## src/rtl/mcm_pkg.sv

```systemverilog
package mcm_pkg;
    // Target constants
    localparam int unsigned K_A = 237;
    localparam int unsigned K_B = 182;
    localparam int unsigned K_C = 93;

    // Shared and private partial terms (8-bit masks)
    localparam logic [7:0] MASK_T77  = 8'b0100_1101;
    localparam logic [7:0] MASK_T160 = 8'b1010_0000;
    localparam logic [7:0] MASK_T22  = 8'b0001_0110;

    // Lone shift used by the 93 result
    localparam int unsigned SH_C = 4;

    // Growth of the result over the sample width
    localparam int unsigned GROWTH = 8;
endpackage

```

## src/rtl/mcm_shift_sum.sv

```systemverilog
// Sums shifted copies of x, one for each set bit of MASK.
module mcm_shift_sum #(
    parameter int unsigned N    = 8,
    parameter int unsigned W    = N + 8,
    parameter logic [7:0]  MASK = 8'h01
) (
    input  logic [N-1:0] x,
    output logic [W-1:0] sum
);
    localparam int unsigned MB = 8;

    logic [W-1:0] acc [0:MB];

    assign acc[0] = '0;

    for (genvar i = 0; i < MB; i++) begin : g_bit
        if (MASK[i]) begin : g_on
            assign acc[i+1] = acc[i] + (W'(x) << i);
        end else begin : g_off
            assign acc[i+1] = acc[i];
        end
    end

    assign sum = acc[MB];
endmodule

```

## src/rtl/mcm_share_core.sv

```systemverilog
// Builds the shared terms once and combines them into the three products.
module mcm_share_core
    import mcm_pkg::*;
#(
    parameter int unsigned N = 8,
    parameter int unsigned W = N + GROWTH
) (
    input  logic [N-1:0] x,
    output logic [W-1:0] p237,
    output logic [W-1:0] p182,
    output logic [W-1:0] p93
);
    logic [W-1:0] t77;
    logic [W-1:0] t160;
    logic [W-1:0] t22;
    logic [W-1:0] t16;

    mcm_shift_sum #(.N(N), .W(W), .MASK(MASK_T77))  u_t77  (.x(x), .sum(t77));
    mcm_shift_sum #(.N(N), .W(W), .MASK(MASK_T160)) u_t160 (.x(x), .sum(t160));
    mcm_shift_sum #(.N(N), .W(W), .MASK(MASK_T22))  u_t22  (.x(x), .sum(t22));

    assign t16 = W'(x) << SH_C;

    assign p237 = t77 + t160;
    assign p182 = t22 + t160;
    assign p93  = t77 + t16;
endmodule

```

## src/rtl/mcm_io_reg.sv

```systemverilog
// Optional register: a flop with asynchronous reset, or a wire.
module mcm_io_reg #(
    parameter int unsigned W      = 8,
    parameter bit          ENABLE = 1'b1
) (
    input  logic         clk,
    input  logic         rst_n,
    input  logic [W-1:0] d,
    output logic [W-1:0] q
);
    if (ENABLE) begin : g_reg
        always_ff @(posedge clk or negedge rst_n) begin
            if (!rst_n) q <= '0;
            else        q <= d;
        end
    end else begin : g_wire
        assign q = d;
    end
endmodule

```

## src/rtl/shared_mcm.sv

```systemverilog
module shared_mcm
    import mcm_pkg::*;
#(
    parameter int unsigned N      = 8,
    parameter bit          REG_IO = 1'b1,
    parameter int unsigned W      = N + GROWTH
) (
    input  logic         clk,
    input  logic         rst_n,
    input  logic [N-1:0] x_in,
    output logic [W-1:0] y237,
    output logic [W-1:0] y182,
    output logic [W-1:0] y93
);
    logic [N-1:0]   x_q;
    logic [W-1:0]   p237, p182, p93;
    logic [3*W-1:0] prod_bus, prod_q;

    mcm_io_reg #(.W(N), .ENABLE(REG_IO)) u_in_reg (
        .clk(clk), .rst_n(rst_n), .d(x_in), .q(x_q)
    );

    mcm_share_core #(.N(N), .W(W)) u_core (
        .x(x_q), .p237(p237), .p182(p182), .p93(p93)
    );

    assign prod_bus = {p237, p182, p93};

    mcm_io_reg #(.W(3*W), .ENABLE(REG_IO)) u_out_reg (
        .clk(clk), .rst_n(rst_n), .d(prod_bus), .q(prod_q)
    );

    assign {y237, y182, y93} = prod_q;

    // Core products checked against behavioural multiplication of its input
    a_r1_prod237: assert property (@(posedge clk) disable iff (!rst_n)
        p237 == W'(x_q) * W'(K_A));
    a_r2_prod182: assert property (@(posedge clk) disable iff (!rst_n)
        p182 == W'(x_q) * W'(K_B));
    a_r3_prod93: assert property (@(posedge clk) disable iff (!rst_n)
        p93 == W'(x_q) * W'(K_C));
    // the widest product never wraps below the others
    a_r4_no_overflow: assert property (@(posedge clk) disable iff (!rst_n)
        (p237 >= p182) && (p237 >= p93));
    a_r5_shared77: assert property (@(posedge clk) disable iff (!rst_n)
        (p237 - p93) == W'(x_q) * W'(144));
    a_r6_shared160: assert property (@(posedge clk) disable iff (!rst_n)
        (p237 - p182) == W'(x_q) * W'(55));

    if (REG_IO) begin : g_chk_pipe
        // the output register holds last cycle's core result
        a_r7_out_latency: assert property (@(posedge clk) disable iff (!rst_n)
            1'b1 |=> (y237 == W'($past(x_q)) * W'(K_A)));
        // reset empties the input register
        a_r8_reset_clear: assert property (@(posedge clk)
            !rst_n |-> (x_q == '0) && (y93 == '0));
    end
endmodule

```

## config.mk

```make
export PLATFORM = sky130hd
export DESIGN_NAME = shared_mcm
export DESIGN_NICKNAME = d
export VERILOG_FILES = /design/src/rtl/mcm_pkg.sv /design/src/rtl/mcm_shift_sum.sv /design/src/rtl/mcm_share_core.sv /design/src/rtl/mcm_io_reg.sv /design/src/rtl/shared_mcm.sv
export SDC_FILE = /design/constraint.sdc
export NUM_CORES = 1
export LEC_CHECK = 0
export BUFFER_PORTS_ARGS = -buffer_cell sky130_fd_sc_hd__buf_2
export CAP_MARGIN = 20
export CORE_MARGIN = 1.5
export CORE_UTILIZATION = 60
export DETAILED_ROUTE_END_ITERATION = 10
export PLACE_DENSITY = 0.83
export SLEW_MARGIN = 20
export SYNTH_ARGS = -nofsm -noshare
export SYNTH_HDL_FRONTEND = slang
export SYNTH_HIERARCHICAL = 1
export SYNTH_SLANG_ARGS = --single-unit
export TNS_END_PERCENT = 50
```

## constraint.sdc

```tcl
create_clock -name clk -period 5.9 [get_ports clk]
set_input_delay 1.18 -clock clk [delete_from_list [all_inputs] [get_ports clk]]
set_output_delay 1.18 -clock clk [all_outputs]
set_load 0.01 [all_outputs]
```

### Yosys cells after proc, flatten, opt, wreduce, memory -nomap -nowiden

Cells that the tools add are included.

* add/sub/neg operators: 9

Operators with widths (count)
* 16-bit adder: 2
* 13-bit by 15-bit adder with 16-bit output: 1
* 16-bit by 11-bit adder with 16-bit output: 1
* 16-bit by 12-bit adder with 16-bit output: 1
* 16-bit by 14-bit adder with 16-bit output: 1
* 11-bit by 12-bit adder with 13-bit output: 1
* 8-bit by 10-bit adder with 11-bit output: 1
* 9-bit by 10-bit adder with 11-bit output: 1

* register bits: 56
* input bits: 10
* output and inout port bits: 48

### Longest topological paths before layout

Gate-level depths: netlist of the first run.

* depth in word-level cells: 4
* gate-level depth with buffers: 22

### By module

Netlist of the first run, hierarchy kept.

By module, submodules not included
* mcm_share_core: times used 1, cells each 239, area each 1840.5 um^2, seq. area each 0.0 um^2
* mcm_io_reg at u_out_reg: times used 1, cells each 48, area each 1201.2 um^2, seq. area each 1201.2 um^2
* mcm_shift_sum at u_core.u_t77: times used 1, cells each 94, area each 787.0 um^2, seq. area each 0.0 um^2
* mcm_shift_sum at u_core.u_t22: times used 1, cells each 65, area each 559.3 um^2, seq. area each 0.0 um^2
* mcm_shift_sum at u_core.u_t160: times used 1, cells each 40, area each 320.3 um^2, seq. area each 0.0 um^2
* mcm_io_reg at u_in_reg: times used 1, cells each 8, area each 200.2 um^2, seq. area each 200.2 um^2

### Worst setup path after synthesis of the first run

OpenSTA, ideal clock, no wires.

* kind: register -> register
* from: register u_in_reg.q[1]
* to: register u_out_reg.q[47]
* setup time: 94 ps
* data arrival time: 4847 ps
* data required time: 5806 ps
* slack: 959 ps
* stages on the path, launching flop included: 22
* buffers on the path: 1
* period minus slack after synthesis: 4941 ps
* path through: dfrtp_1 -> inv_1 -> fa_1 -> inv_1 -> ha_1 -> fa_1 -> a21oi_1 -> nor2b_1 -> nor2_1 -> xor2_1 -> fa_1 -> nor2b_4 -> o31a_1 -> or4_1 -> nand3_1 -> ha_1 -> clkbuf_1 -> a21o_1 -> a21o_1 -> a21oi_1 -> nand2_1 -> a211oi_1

* cells in the longest elaborated chain, start to end: 4
* elaborated cells between the ends (all ways): 5

RTL lines
* start: declaration: RTL line mcm_io_reg.sv:9 `output logic [W-1:0] q`
* start signal: assignment: RTL line mcm_io_reg.sv:13 `if (!rst_n) q <= '0;`
* start signal: assignment: RTL line mcm_io_reg.sv:14 `else q <= d;`
* 8-bit by 10-bit adder with 11-bit output: RTL line mcm_shift_sum.sv:18 `assign acc[i+1] = acc[i] + (W'(x) << i);`
* 16-bit by 11-bit adder with 16-bit output: RTL line mcm_shift_sum.sv:18
* 16-bit by 14-bit adder with 16-bit output (*): RTL line mcm_shift_sum.sv:18
* via u_core.t77[12]: RTL line mcm_share_core.sv:13 `logic [W-1:0] t77;`
* 16-bit adder (*): RTL line mcm_share_core.sv:24 `assign p237 = t77 + t160;`
* via p237[15]: RTL line shared_mcm.sv:16 `logic [W-1:0] p237, p182, p93;`
* end signal: assignment: RTL line mcm_io_reg.sv:13
* end signal: assignment: RTL line mcm_io_reg.sv:14
* end: declaration: RTL line mcm_io_reg.sv:9

The timed path passes the listed nets; every way through them passes the cells marked *.

### Final worst setup path of the first run

* from: register u_in_reg.q[4]
* to: register u_out_reg.q[46]

The elaborated chain is that of the path after synthesis.

==> results of run 1 <==
metrics by stage:
step | instances | setup WS [ns] | instance area (µm²) | power [W]
after floorplan | 501 | 0.959 | 4930 | 0.00175
after global placement | 647 | 0.924 | 5270 | 0.00210
after detailed placement | 647 | 0.847 | 5270 | 0.00215
after CTS | 655 | 0.805 | 5380 | 0.00242
after global routing | 655 | 0.383 | 5380 | 0.00264
final | 655 | 0.743 | 5380 | 0.00242
cells by family (layout without fill, tap and decap cells):
kind of cell / after synthesis / count (layout)
other: 3 / 10
xor gates and xnor gates: 58 / 58
AOI/OAI and AO/OA: 148 / 148
and+or+nand+nor: 97 / 97
adders and majority gates: 90 / 90
buffers and inverters: 42 / 94
DFF: 56 / 56
state kept, by name, summed over array words and instances, names as in the netlist:
name         count
u_in_reg/q       8
u_out_reg/q     48
critical path, delay by kind of cell, from the launching register on:
family,cells,cell delay [ns]
simple gates,3,0.95
flops,1,0.72
compound gates,8,1.34
xor+xnor,2,0.30
fa+ha+maj,4,1.72
cell usage after synthesis (4+ instances only):
master,count
sky130_fd_sc_hd__ha_1,73
sky130_fd_sc_hd__nand3_1,13
sky130_fd_sc_hd__xnor2_1,40
sky130_fd_sc_hd__xor2_1,18
sky130_fd_sc_hd__a211oi_1,6
sky130_fd_sc_hd__o2111ai_1,4
sky130_fd_sc_hd__o21ai_0,22
sky130_fd_sc_hd__buf_4,15
sky130_fd_sc_hd__a21oi_1,42
sky130_fd_sc_hd__fa_1,17
sky130_fd_sc_hd__nor2_1,29
sky130_fd_sc_hd__and3_1,4
sky130_fd_sc_hd__a21o_1,21
sky130_fd_sc_hd__nand2_1,16
sky130_fd_sc_hd__clkbuf_1,4
sky130_fd_sc_hd__inv_1,23
sky130_fd_sc_hd__nor2b_1,6
sky130_fd_sc_hd__o21a_1,8
sky130_fd_sc_hd__dfrtp_1,56
sky130_fd_sc_hd__o21bai_1,10
sky130_fd_sc_hd__nand2b_1,4
sky130_fd_sc_hd__nor3_1,7
sky130_fd_sc_hd__a31oi_1,4
worst paths after layout:
path | start | end | slack (ns) | cells past startpoint
max | u_in_reg/q[4]$_DFF_PN0_ | u_out_reg/q[46]$_DFF_PN0_ | 0.74 | 17
min | u_in_reg/q[0]$_DFF_PN0_ | u_out_reg/q[0]$_DFF_PN0_ | 0.64 | 1
max reg2reg | u_in_reg/q[4]$_DFF_PN0_ | u_out_reg/q[46]$_DFF_PN0_ | 0.74 | 17
min reg2reg | u_in_reg/q[0]$_DFF_PN0_ | u_out_reg/q[0]$_DFF_PN0_ | 0.64 | 1
max in group asynchronous | rst_n | u_out_reg/q[43]$_DFF_PN0_ | 4.47 | 2
min in group asynchronous | rst_n | u_out_reg/q[16]$_DFF_PN0_ | 0.98 | 2
power by group through the flow:
| stage | Clock, W | Sequential [W] | Combinational, W |
|---|---|---|---|
| after floorplan | 0 | 0.000663 | 0.00109 |
| after global placement | 0 | 0.000574 | 0.00153 |
| after detailed placement | 0 | 0.000578 | 0.00157 |
| after CTS | 0.000268 | 0.000570 | 0.00158 |
| after global routing | 0.000282 | 0.000583 | 0.00177 |
| final | 0.000261 | 0.000568 | 0.00159 |
area by class of cell:
type,count,area [µm²]
Inverter,23,86.3
Multi-Input combinational cell,403,3320
Tap cell,102,128
Clock inverter,2,38.8
Sequential cell,56,1400
Clock buffer,6,72.6
Fill cell,610,2430
Timing Repair Buffer,63,330
metal layers:
layer  up-vias  global-route usage (%)  share of wire, %
li1       1885                       -                 -
met1      1872                    32.3                43
met2       104                    45.0                50
met3        27                    2.68               4.0
met4         0                    9.72               2.6
met5         -                       0                 0
==> parameters.txt, run 1 <==
Parameter                              Value

Yosys
  Post-synth top area share ... 28.5%
  Cell type with the highest aggregate area in the netlist ... sky130_fd_sc_hd__dfrtp_1
  Yosys warning count ... 6
  Area share of fa/ha/maj cells after synthesis ... 25.5%
  Synth Area in XOR/XNOR ... 10.3%
  Area fraction in compound gates after synthesis ... 20.8%
  Seq/Total Area, Yosys ... 28.5%
  Fraction of registers with async set or reset after synthesis ... 100%
  Synth Flop Type ... sky130_fd_sc_hd__dfrtp_1
  Number of synthesized flops with an enable pin ... 0
  Number of register bits inferred by synthesis ... 56
  Proportion of synthesized area in mux cells ... 0%
  Cells after Synth ... 494
  Simple-gate share of the synthesized area ... 10.2%
  Average cell area after synthesis ... 9.94 µm²
  Synth unique cells ... 59
  Combinational family with the most area after synthesis ... adder cells
  Syn Std Cell Area ... 4910 µm²
  Most area-consuming cells after synthesis ... sky130_fd_sc_hd__dfrtp_1 29%, sky130_fd_sc_hd__ha_1 19%, sky130_fd_sc_hd__xnor2_1 7.1%

Floorplan
  Die Y ... 93.4 µm
  Ports ... 58
  Area of the core ... 7810 µm²
  Die area ... 8730 µm²
  Number of standard-cell rows in the floorplan ... 32
  DIE WIDTH ... 93.4 µm
  Effective utilization at floorplan ... 62.9%

Placement
  Count of input and output buffers ... 57
  DP HPWL ... 8050 µm
  Routability cong. ... 0.904

Setup path
  Crit path DAT ... 5.36 ns
  Slowest cell on crit path ... sky130_fd_sc_hd__dfrtp_1
  CP cell instances ... fa_1 > fa_1 > a21oi_1 > o21ai_0 > a21oi_1 > xnor2_1 > ha_1 > o21a_1 > o31a_1 > or4_1 > nand3_1 > ha_1 > and3_1 > a31oi_1 > o21ai_0 > o21bai_1 > xor2_1
  Kind of end point of the critical path ... flip-flop
  Critical path class ... reg2reg
  Worst endpoint required time ... 6.10 ns
  CP startpoint kind ... flip-flop
  Slowest stage delay, CP ... 0.72 ns
  Crit Path Max Fanout ... 10

Clock tree
  Post-CTS Setup Bufs ... 0
  Number of buffers created by CTS ... 5
  H-tree lvl count ... 2
  Post-cts repair resize count ... 0
  Clock latency on the worst-skew pair ... 0.32 ns
  Longest Clk Path Bufs ... 2
  CTS tree ... built
  Clock-pin slew of the registers on the worst-case setup and hold paths ... 0.11 ns
  Sinks on Clock Net ... 56
  CTS Root Buffer Type ... sky130_fd_sc_hd__clkbuf_8
  Hold-fix buffers at CTS ... 0

Routing
  Routed wire per std cell ... 15.7 µm
  Post-route antenna net violation count ... 0
  Drt total wl ... 10,300 µm
  Vias ... 3,888
  Number of DRC violations after detailed-routing iteration 0 ... 261
  Post-detailed-route DRC marker count ... 0
  Avg Vias per Cell ... 5.94
  Count of TritonRoute iterations in the first routing pass ... 5

Min path
  Worst hold path class ... reg2reg

STA
  Total of endpoints with negative setup slack in the final report ... 0
  Final hold violations ... 0
  Transition time of the tightest slew-check pin ... 0.686 ns
  Final period utilization ... 87.4%
  Worst clock skew ... 0.00493 ns
  Number of pins with negative max-slew slack in the final report ... 0
  Highest Clock Rate ... 194 MHz
  Sum of negative setup slack ... 0 ns
  Relative slew margins ... 54.3%
  Tmin final ... 5.16 ns
  RSZ-0062 raised after global routing ... false
  Worst hold slack across all endpoints ... 0.637 ns

GRT
  Total routing resource utilization after global routing ... 25.6%
  Via count of the first global-routing pass ... 3,907
  Initial antenna violation count ... 0
  Largest net degree at the start of global routing ... 57
  First-pass GRT wire length ... 17,700 µm
  Final global-route overflow total ... 0

Power
  Relative contribution of sequential cells to total power ... 23.4%
  Internal power contribution ... 0.00135 W
  Net load switching power ... 0.00108 W
  Power per standard cell area ... 451 nW/µm²
  Combinational Power Share ... 65.8%
  Clock group share of total power ... 10.8%
  Leak ... 2.62 nW
  Sw Share ... 44.4%
  Worst-case vdd ir drop ... 258 µV

Cells and area
  Top library cells by usage in the layout, fill and taps aside ... 73 x sky130_fd_sc_hd__ha_1, 57 x sky130_fd_sc_hd__buf_2, 56 x sky130_fd_sc_hd__dfrtp_1
  Leading cell type in the layout, fill and taps excluded ... sky130_fd_sc_hd__ha_1
  Number of nets in the layout ... 652
  Share of final-layout standard cells stronger than drive strength 1 ... 14.5%
  Post-layout util ... 68.9%
  Area added between synthesis and finish ... 9.53%
  Number of antenna cells inserted ... 0

Run status
  Result of the run ... complete, no violations

Run
  # Max-Cap Violations ... 0
No activity file was read; power rests on OpenSTA's default activity.
==> run 2, diff against run 1 <==
--- a/config.mk
+++ b/config.mk
@@ -7,8 +7,8 @@
 export LEC_CHECK = 0
 export BUFFER_PORTS_ARGS = -buffer_cell sky130_fd_sc_hd__buf_2
 export CAP_MARGIN = 20
-export CORE_MARGIN = 1.5
 export CORE_UTILIZATION = 60
+export CTS_BUF_LIST = sky130_fd_sc_hd__clkbuf_8
 export DETAILED_ROUTE_END_ITERATION = 10
 export PLACE_DENSITY = 0.83
 export SLEW_MARGIN = 20
==> run 2 against run 1 <==
Maximum frequency rose by 1.4%; largest cell class unchanged; combinational power about the same; global-route usage up 0.90 points; sequential share of layout area increased by 0.10 points.
==> parameters.txt, run 2 (synthesis gave the netlist of run 1 again) <==
Parameter                              Value

STA
  Final period utilization ... 86.2% (was 87.4%)
  Highest Clock Rate ... 197 MHz (was 194 MHz)
  RSZ-0062 raised after global routing ... false (unchanged)
  Total of endpoints with negative setup slack in the final report ... 0 (unchanged)
  Relative slew margins ... 54.6% (was 54.3%)
  Worst clock skew ... 0.0110 ns (was 0.00493 ns)
  Number of pins with negative max-slew slack in the final report ... 0 (unchanged)
  Final hold violations ... 0 (unchanged)
  Transition time of the tightest slew-check pin ... 0.680 ns (was 0.686 ns)
  Tmin final ... 5.09 ns (was 5.16 ns)
  Sum of negative setup slack ... 0 ns (unchanged)

Power
  Leak ... 2.61 nW (was 2.62 nW)
  Power per standard cell area ... 445 nW/µm² (was 451 nW/µm²)
  Design Power ... 0.00238 W (was 0.00242 W)
  Worst-case vdd ir drop ... 293 µV (was 258 µV)

Placement
  Routability cong. ... 0.867 (was 0.904)
  DP HPWL ... 8220 µm (was 8050 µm)
  Count of input and output buffers ... 57 (unchanged)
  Post-placement cell count ... 647 (unchanged)

Run
  # Max-Cap Violations ... 0 (unchanged)

Setup path
  Worst endpoint required time ... 6.10 ns (about the same)
  CP startpoint kind ... flip-flop (unchanged)
  Crit Path Max Fanout ... 10 (unchanged)
  Crit path DAT ... 5.29 ns (was 5.36 ns)
  CP cell instances ... fa_1 > fa_1 > a21oi_1 > o21ai_0 > a21oi_1 > xnor2_1 > ha_1 > o21a_1 > o31a_1 > or4_1 > nand3_1 > ha_1 > and3_1 > a31oi_1 > o21ai_0 > o21bai_1 > xor2_1 (unchanged)
  Setup slack of the most critical reg-to-reg path ... 0.81 ns (was 0.74 ns)
  Critical path class ... reg2reg (unchanged)
  Slowest cell on crit path ... sky130_fd_sc_hd__dfrtp_1 (unchanged)
  Slowest stage delay, CP ... 0.70 ns (was 0.72 ns)
  Top Family by Delay on Critical Path ... adder cells (unchanged)
  Crit path buffers/inverters ... 0 (unchanged)
  Kind of end point of the critical path ... flip-flop (unchanged)

Routing
  Vias ... 3,870 (was 3,888)
  Count of TritonRoute iterations in the first routing pass ... 4 (was 5)
  Number of DRC violations after detailed-routing iteration 0 ... 205 (was 261)
  Post-detailed-route DRC marker count ... 0 (unchanged)
  Drt total wl ... 10,300 µm (about the same)
  Avg Vias per Cell ... 5.91 (was 5.94)
  Routed wire per std cell ... 15.8 µm (was 15.7 µm)
  Post-route antenna net violation count ... 0 (unchanged)

Floorplan
  DIE WIDTH ... 92.4 µm (was 93.4 µm)
  Die Y ... 92.4 µm (was 93.4 µm)
  Die area ... 8550 µm² (was 8730 µm²)
  Number of standard-cell rows in the floorplan ... 32 (unchanged)
  Effective utilization at floorplan ... 62.9% (unchanged)
  Area of the core ... 7810 µm² (unchanged)
  Ports ... 58 (unchanged)

GRT
  First-pass GRT wire length ... 18,100 µm (was 17,700 µm)
  Total routing resource utilization after global routing ... 26.5% (was 25.6%)
  Final global-route overflow total ... 0 (unchanged)
  Largest net degree at the start of global routing ... 57 (unchanged)
  Initial antenna violation count ... 0 (unchanged)
  Via count of the first global-routing pass ... 4,044 (was 3,907)

Clock tree
  Sinks on Clock Net ... 56 (unchanged)
  Post-CTS Setup Bufs ... 0 (unchanged)
  Hold-fix buffers at CTS ... 0 (unchanged)
  Number of buffers created by CTS ... 5 (unchanged)
  Post-cts repair resize count ... 0 (unchanged)
  Longest Clk Path Bufs ... 2 (unchanged)
  Clock latency on the worst-skew pair ... 0.32 ns (about the same)
  CTS Root Buffer Type ... sky130_fd_sc_hd__clkbuf_8 (unchanged)
  Clock-pin slew of the registers on the worst-case setup and hold paths ... 0.11 ns (about the same)
  CTS tree ... built (unchanged)
  H-tree lvl count ... 2 (unchanged)

Cells and area
  Number of nets in the layout ... 652 (unchanged)
  Leading cell type in the layout, fill and taps excluded ... sky130_fd_sc_hd__ha_1 (unchanged)
  Area added between synthesis and finish ... 9.10% (was 9.53%)
  Share of final-layout standard cells stronger than drive strength 1 ... 14.6% (was 14.5%)
  Number of antenna cells inserted ... 0 (unchanged)
  Largest registers ... u_out_reg/q: 48 flops, u_in_reg/q: 8 flops (unchanged)
  Top library cells by usage in the layout, fill and taps aside ... 73 x sky130_fd_sc_hd__ha_1, 57 x sky130_fd_sc_hd__buf_2, 56 x sky130_fd_sc_hd__dfrtp_1 (unchanged)
  Non-filler cells, final ... 655 (unchanged)
  Most flops, register ... u_out_reg/q (unchanged)
  Number of flip-flops under the largest register name ... 48 (unchanged)
  Post-layout util ... 68.6% (was 68.9%)

Min path
  Worst hold path class ... reg2reg (unchanged)

Run status
  Result of the run ... complete, no violations (unchanged)
run 2: power by group:
part	switching, W	internal [W]
Sequential	0.0000379	0.000534
Clock	0.000130	0.0000846
Combinational	0.000911	0.000685
run 2: worst register-to-register path: cells and delay by family (launching register included):
family          cells  cell delay, ns
flops               1            0.70
simple gates        3            0.95
fa+ha+maj           4            1.71
xor+xnor            2            0.30
compound gates      8            1.32
run 2: per-stage QoR:
step | cell area [µm²] | setup WS, ns | hold WS [ns]
after global placement | 5270 | 0.920 | 0.605
after CTS | 5360 | 0.857 | 0.617
after global routing | 5360 | 0.449 | 0.655
final | 5360 | 0.813 | 0.612
after detailed placement | 5270 | 0.870 | 0.607
after floorplan | 4930 | 0.959 | 0.653
run 2: path summary, 6_finish.rpt:
| kind | start | end | cells after the start |
|---|---|---|---|
| setup / recovery | u_in_reg/q[4]$_DFF_PN0_ | u_out_reg/q[46]$_DFF_PN0_ | 17 |
| hold / removal | u_in_reg/q[0]$_DFF_PN0_ | u_out_reg/q[0]$_DFF_PN0_ | 1 |
| setup reg to reg | u_in_reg/q[4]$_DFF_PN0_ | u_out_reg/q[46]$_DFF_PN0_ | 17 |
| hold reg to reg | u_in_reg/q[0]$_DFF_PN0_ | u_out_reg/q[0]$_DFF_PN0_ | 1 |
| max in group asynchronous | rst_n | u_out_reg/q[12]$_DFF_PN0_ | 2 |
| min in group asynchronous | rst_n | u_out_reg/q[16]$_DFF_PN0_ | 2 |
run 2: per-layer routing:
metal	up-vias	track usage, %	share of wire, %
met5	-	0	0
met4	0	10.0	2.9
met3	23	3.37	3.7
met2	106	47.0	50
met1	1860	32.8	43
li1	1881	-	-
run 2: cell type report:
| type | count | area [µm²] |
|---|---|---|
| multi-input cells | 403 | 3320 |
| fillers | 634 | 2450 |
| flip-flops and latches | 56 | 1400 |
| repair buffers | 63 | 330 |
| well taps | 102 | 128 |
| inverters | 23 | 86.3 |
| clock buffers | 5 | 68.8 |
| clock inverters | 3 | 21.3 |
==> run 3, diff against run 2 <==
--- a/config.mk
+++ b/config.mk
@@ -11,6 +11,7 @@
 export CTS_BUF_LIST = sky130_fd_sc_hd__clkbuf_8
 export DETAILED_ROUTE_END_ITERATION = 10
 export PLACE_DENSITY = 0.83
+export REMOVE_ABC_BUFFERS = 1
 export SLEW_MARGIN = 20
 export SYNTH_ARGS = -nofsm -noshare
 export SYNTH_HDL_FRONTEND = slang
==> constraint.sdc (replaced) <==
create_clock -name clk -period 6.3 [get_ports clk]
set_input_delay 1.26 -clock clk [delete_from_list [all_inputs] [get_ports clk]]
set_output_delay 1.26 -clock clk [all_outputs]
set_load 0.01 [all_outputs]
==> run 3 against run 2 <==
Critical path depth up 3; worst hold slack better by 0.015 ns; clock power down 2%; global-route usage down 1.2 points; combinational power down 8%; worst setup slack better by 0.16 ns; count of clock-buffer cells in the layout unchanged; largest cell class unchanged.
==> parameters.txt, run 3 (synthesis gave the netlist of run 1 again) <==
Parameter                              Value

Run status
  Result of the run ... complete, no violations (unchanged)

Setup path
  Kind of end point of the critical path ... flip-flop (unchanged)
  Crit Path Max Fanout ... 11 (was 10)
  Crit path DAT ... 5.56 ns (was 5.29 ns)
  Slowest stage delay, CP ... 0.72 ns (was 0.70 ns)
  CP cell instances ... inv_1 > fa_1 > inv_1 > ha_1 > fa_1 > a21oi_1 > nor2b_1 > nor2_1 > xor2_1 > fa_1 > nor2b_4 > o31a_1 > or4_1 > nand3_1 > ha_1 > a21o_1 > a21o_1 > a21oi_1 > nand2_1 > a211oi_1 (was fa_1 > fa_1 > a21oi_1 > o21ai_0 > a21oi_1 > xnor2_1 > ha_1 > o21a_1 > o31a_1 > or4_1 > nand3_1 > ha_1 > and3_1 > a31oi_1 > o21ai_0 > o21bai_1 > xor2_1)
  CP startpoint kind ... flip-flop (unchanged)
  Slowest cell on crit path ... sky130_fd_sc_hd__dfrtp_1 (unchanged)
  Worst endpoint required time ... 6.53 ns (was 6.10 ns)
  Most frequent cell on the critical path ... sky130_fd_sc_hd__fa_1
  Critical path class ... reg2reg (unchanged)

Clock tree
  Sinks on Clock Net ... 56 (unchanged)
  Longest Clk Path Bufs ... 2 (unchanged)
  Clock-pin slew of the registers on the worst-case setup and hold paths ... 0.11 ns (about the same)
  Clock latency on the worst-skew pair ... 0.32 ns (about the same)
  H-tree lvl count ... 2 (unchanged)
  Post-CTS Setup Bufs ... 0 (unchanged)
  Hold-fix buffers at CTS ... 0 (unchanged)
  Number of buffers created by CTS ... 5 (unchanged)
  CTS Root Buffer Type ... sky130_fd_sc_hd__clkbuf_8 (unchanged)
  CTS tree ... built (unchanged)
  Post-cts repair resize count ... 0 (unchanged)

STA
  RSZ-0062 raised after global routing ... false (unchanged)
  Sum of negative setup slack ... 0 ns (unchanged)
  Final hold violations ... 0 (unchanged)
  Worst path setup slack after routing ... 0.969 ns (was 0.813 ns)
  Tmin final ... 5.33 ns (was 5.09 ns)
  Transition time of the tightest slew-check pin ... 0.685 ns (was 0.680 ns)
  Number of pins with negative max-slew slack in the final report ... 0 (unchanged)
  Worst hold slack across all endpoints ... 0.627 ns (was 0.612 ns)
  Final period utilization ... 84.6% (was 86.2%)
  Worst clock skew ... 0.00711 ns (was 0.0110 ns)
  Relative slew margins ... 54.3% (was 54.6%)
  Total of endpoints with negative setup slack in the final report ... 0 (unchanged)
  Highest Clock Rate ... 188 MHz (was 197 MHz)

Cells and area
  Top library cells by usage in the layout, fill and taps aside ... 73 x sky130_fd_sc_hd__ha_1, 57 x sky130_fd_sc_hd__buf_2, 56 x sky130_fd_sc_hd__dfrtp_1 (unchanged)
  Largest registers ... u_out_reg/q: 48 flops, u_in_reg/q: 8 flops (unchanged)
  Most flops, register ... u_out_reg/q (unchanged)
  Count of fill cells added during filler insertion ... 631 (was 634)
  Share of final-layout standard cells stronger than drive strength 1 ... 14.2% (was 14.6%)
  Number of flip-flops under the largest register name ... 48 (unchanged)
  Leading cell type in the layout, fill and taps excluded ... sky130_fd_sc_hd__ha_1 (unchanged)
  Final instance area ... 5340 µm² (was 5360 µm²)
  Number of antenna cells inserted ... 0 (unchanged)
  Non-filler cells, final ... 652 (was 655)
  Number of nets in the layout ... 649 (was 652)
  Area added between synthesis and finish ... 8.77% (was 9.10%)

Floorplan
  DIE WIDTH ... 92.4 µm (unchanged)
  Number of standard-cell rows in the floorplan ... 32 (unchanged)
  Die Y ... 92.4 µm (unchanged)
  Effective utilization at floorplan ... 62.9% (unchanged)
  Die area ... 8550 µm² (unchanged)
  Ports ... 58 (unchanged)
  Area of the core ... 7810 µm² (unchanged)

Placement
  Routability cong. ... 0.897 (was 0.867)
  Count of input and output buffers ... 57 (unchanged)
  Post-placement cell count ... 644 (was 647)
  Setup slack at placement ... 1.07 ns (was 0.870 ns)
  DP Area ... 5240 µm² (was 5270 µm²)
  DP HPWL ... 7750 µm (was 8220 µm)

GRT
  Via count of the first global-routing pass ... 3,820 (was 4,044)
  First-pass GRT wire length ... 17,300 µm (was 18,100 µm)
  Largest net degree at the start of global routing ... 57 (unchanged)
  Total routing resource utilization after global routing ... 25.3% (was 26.5%)
  Final global-route overflow total ... 0 (unchanged)
  Initial antenna violation count ... 0 (unchanged)

Routing
  Avg Vias per Cell ... 5.81 (was 5.91)
  Count of TritonRoute iterations in the first routing pass ... 4 (unchanged)
  Number of DRC violations after detailed-routing iteration 0 ... 172 (was 205)
  Vias ... 3,788 (was 3,870)
  Post-detailed-route DRC marker count ... 0 (unchanged)
  Drt total wl ... 10,000 µm (was 10,300 µm)
  Post-route antenna net violation count ... 0 (unchanged)
  Routed wire per std cell ... 15.4 µm (was 15.8 µm)

Power
  Power per standard cell area ... 417 nW/µm² (was 445 nW/µm²)
  Leak ... 2.60 nW (was 2.61 nW)
  Worst-case vdd ir drop ... 263 µV (was 293 µV)

Min path
  Worst hold path class ... reg2reg (unchanged)

Run
  # Max-Cap Violations ... 0 (unchanged)
==> run 3: changes by cell type in the layout (fill, tap and decap cells not counted) <==
cell / before / now
sky130_fd_sc_hd__buf_4: 6 / 3
sky130_fd_sc_hd__clkinv_4: 0 / 1
sky130_fd_sc_hd__inv_8: 0 / 1
sky130_fd_sc_hd__clkinv_2: 1 / 0
sky130_fd_sc_hd__inv_6: 1 / 0
==> run 3: metrics by stage <==
stage          util, %  power, W
6_report          68.4   0.00222
2_1_floorplan        -   0.00163
5_1_grt           68.4   0.00242
4_1_cts           68.4   0.00222
3_3_place_gp      67.1   0.00194
3_5_place_dp      67.1   0.00199
==> run 3: area by class of cell <==
class | count | area, µm² | area share (%)
Inverter | 23 | 86.3 | 1.62
Clock buffer | 5 | 68.8 | 1.29
Multi-Input combinational cell | 403 | 3320 | 62.2
Sequential cell | 56 | 1400 | 26.2
Tap cell | 102 | 128 | 2.39
Clock inverter | 3 | 27.5 | 0.516
Timing Repair Buffer | 60 | 308 | 5.77
==> run 3: per-layer routing <==
layer  global-route usage, %  vias to the layer above  part of all wire (%)
met2                    43.6                       99                    49
met1                    32.6                     1789                    45
met3                    2.87                       16                   4.1
li1                        -                     1884                     -
met5                       0                        -                     0
met4                    9.90                        0                   2.1
==> run 3: critical path, delay by kind of cell (launching register included) <==
kind,cells,cell delay (ns)
buf+inv,2,0.17
simple gates,6,1.03
fa+ha+maj,5,1.79
xor+xnor,1,0.23
compound gates,6,1.31
flops,1,0.72
==> run 3: final timing paths <==
kind	from	end	slack, ns	cells after the start
max	u_in_reg/q[3]$_DFF_PN0_	u_out_reg/q[47]$_DFF_PN0_	0.97	20
min	u_in_reg/q[0]$_DFF_PN0_	u_out_reg/q[0]$_DFF_PN0_	0.63	1
max in group asynchronous	rst_n	u_out_reg/q[24]$_DFF_PN0_	4.80	2
min reg2reg	u_in_reg/q[0]$_DFF_PN0_	u_out_reg/q[0]$_DFF_PN0_	0.63	1
min in group asynchronous	rst_n	u_in_reg/q[0]$_DFF_PN0_	1.06	2
max reg2reg	u_in_reg/q[3]$_DFF_PN0_	u_out_reg/q[47]$_DFF_PN0_	0.97	20
==> run 3: power by group <==
| part | total, W | internal (W) | switching (W) | leakage (nW) |
|---|---|---|---|---|
| Sequential | 0.000537 | 0.000500 | 0.0000374 | 0.654 |
| Clock | 0.000209 | 0.0000819 | 0.000127 | 0.0463 |
| Combinational | 0.00148 | 0.000639 | 0.000838 | 1.90 |
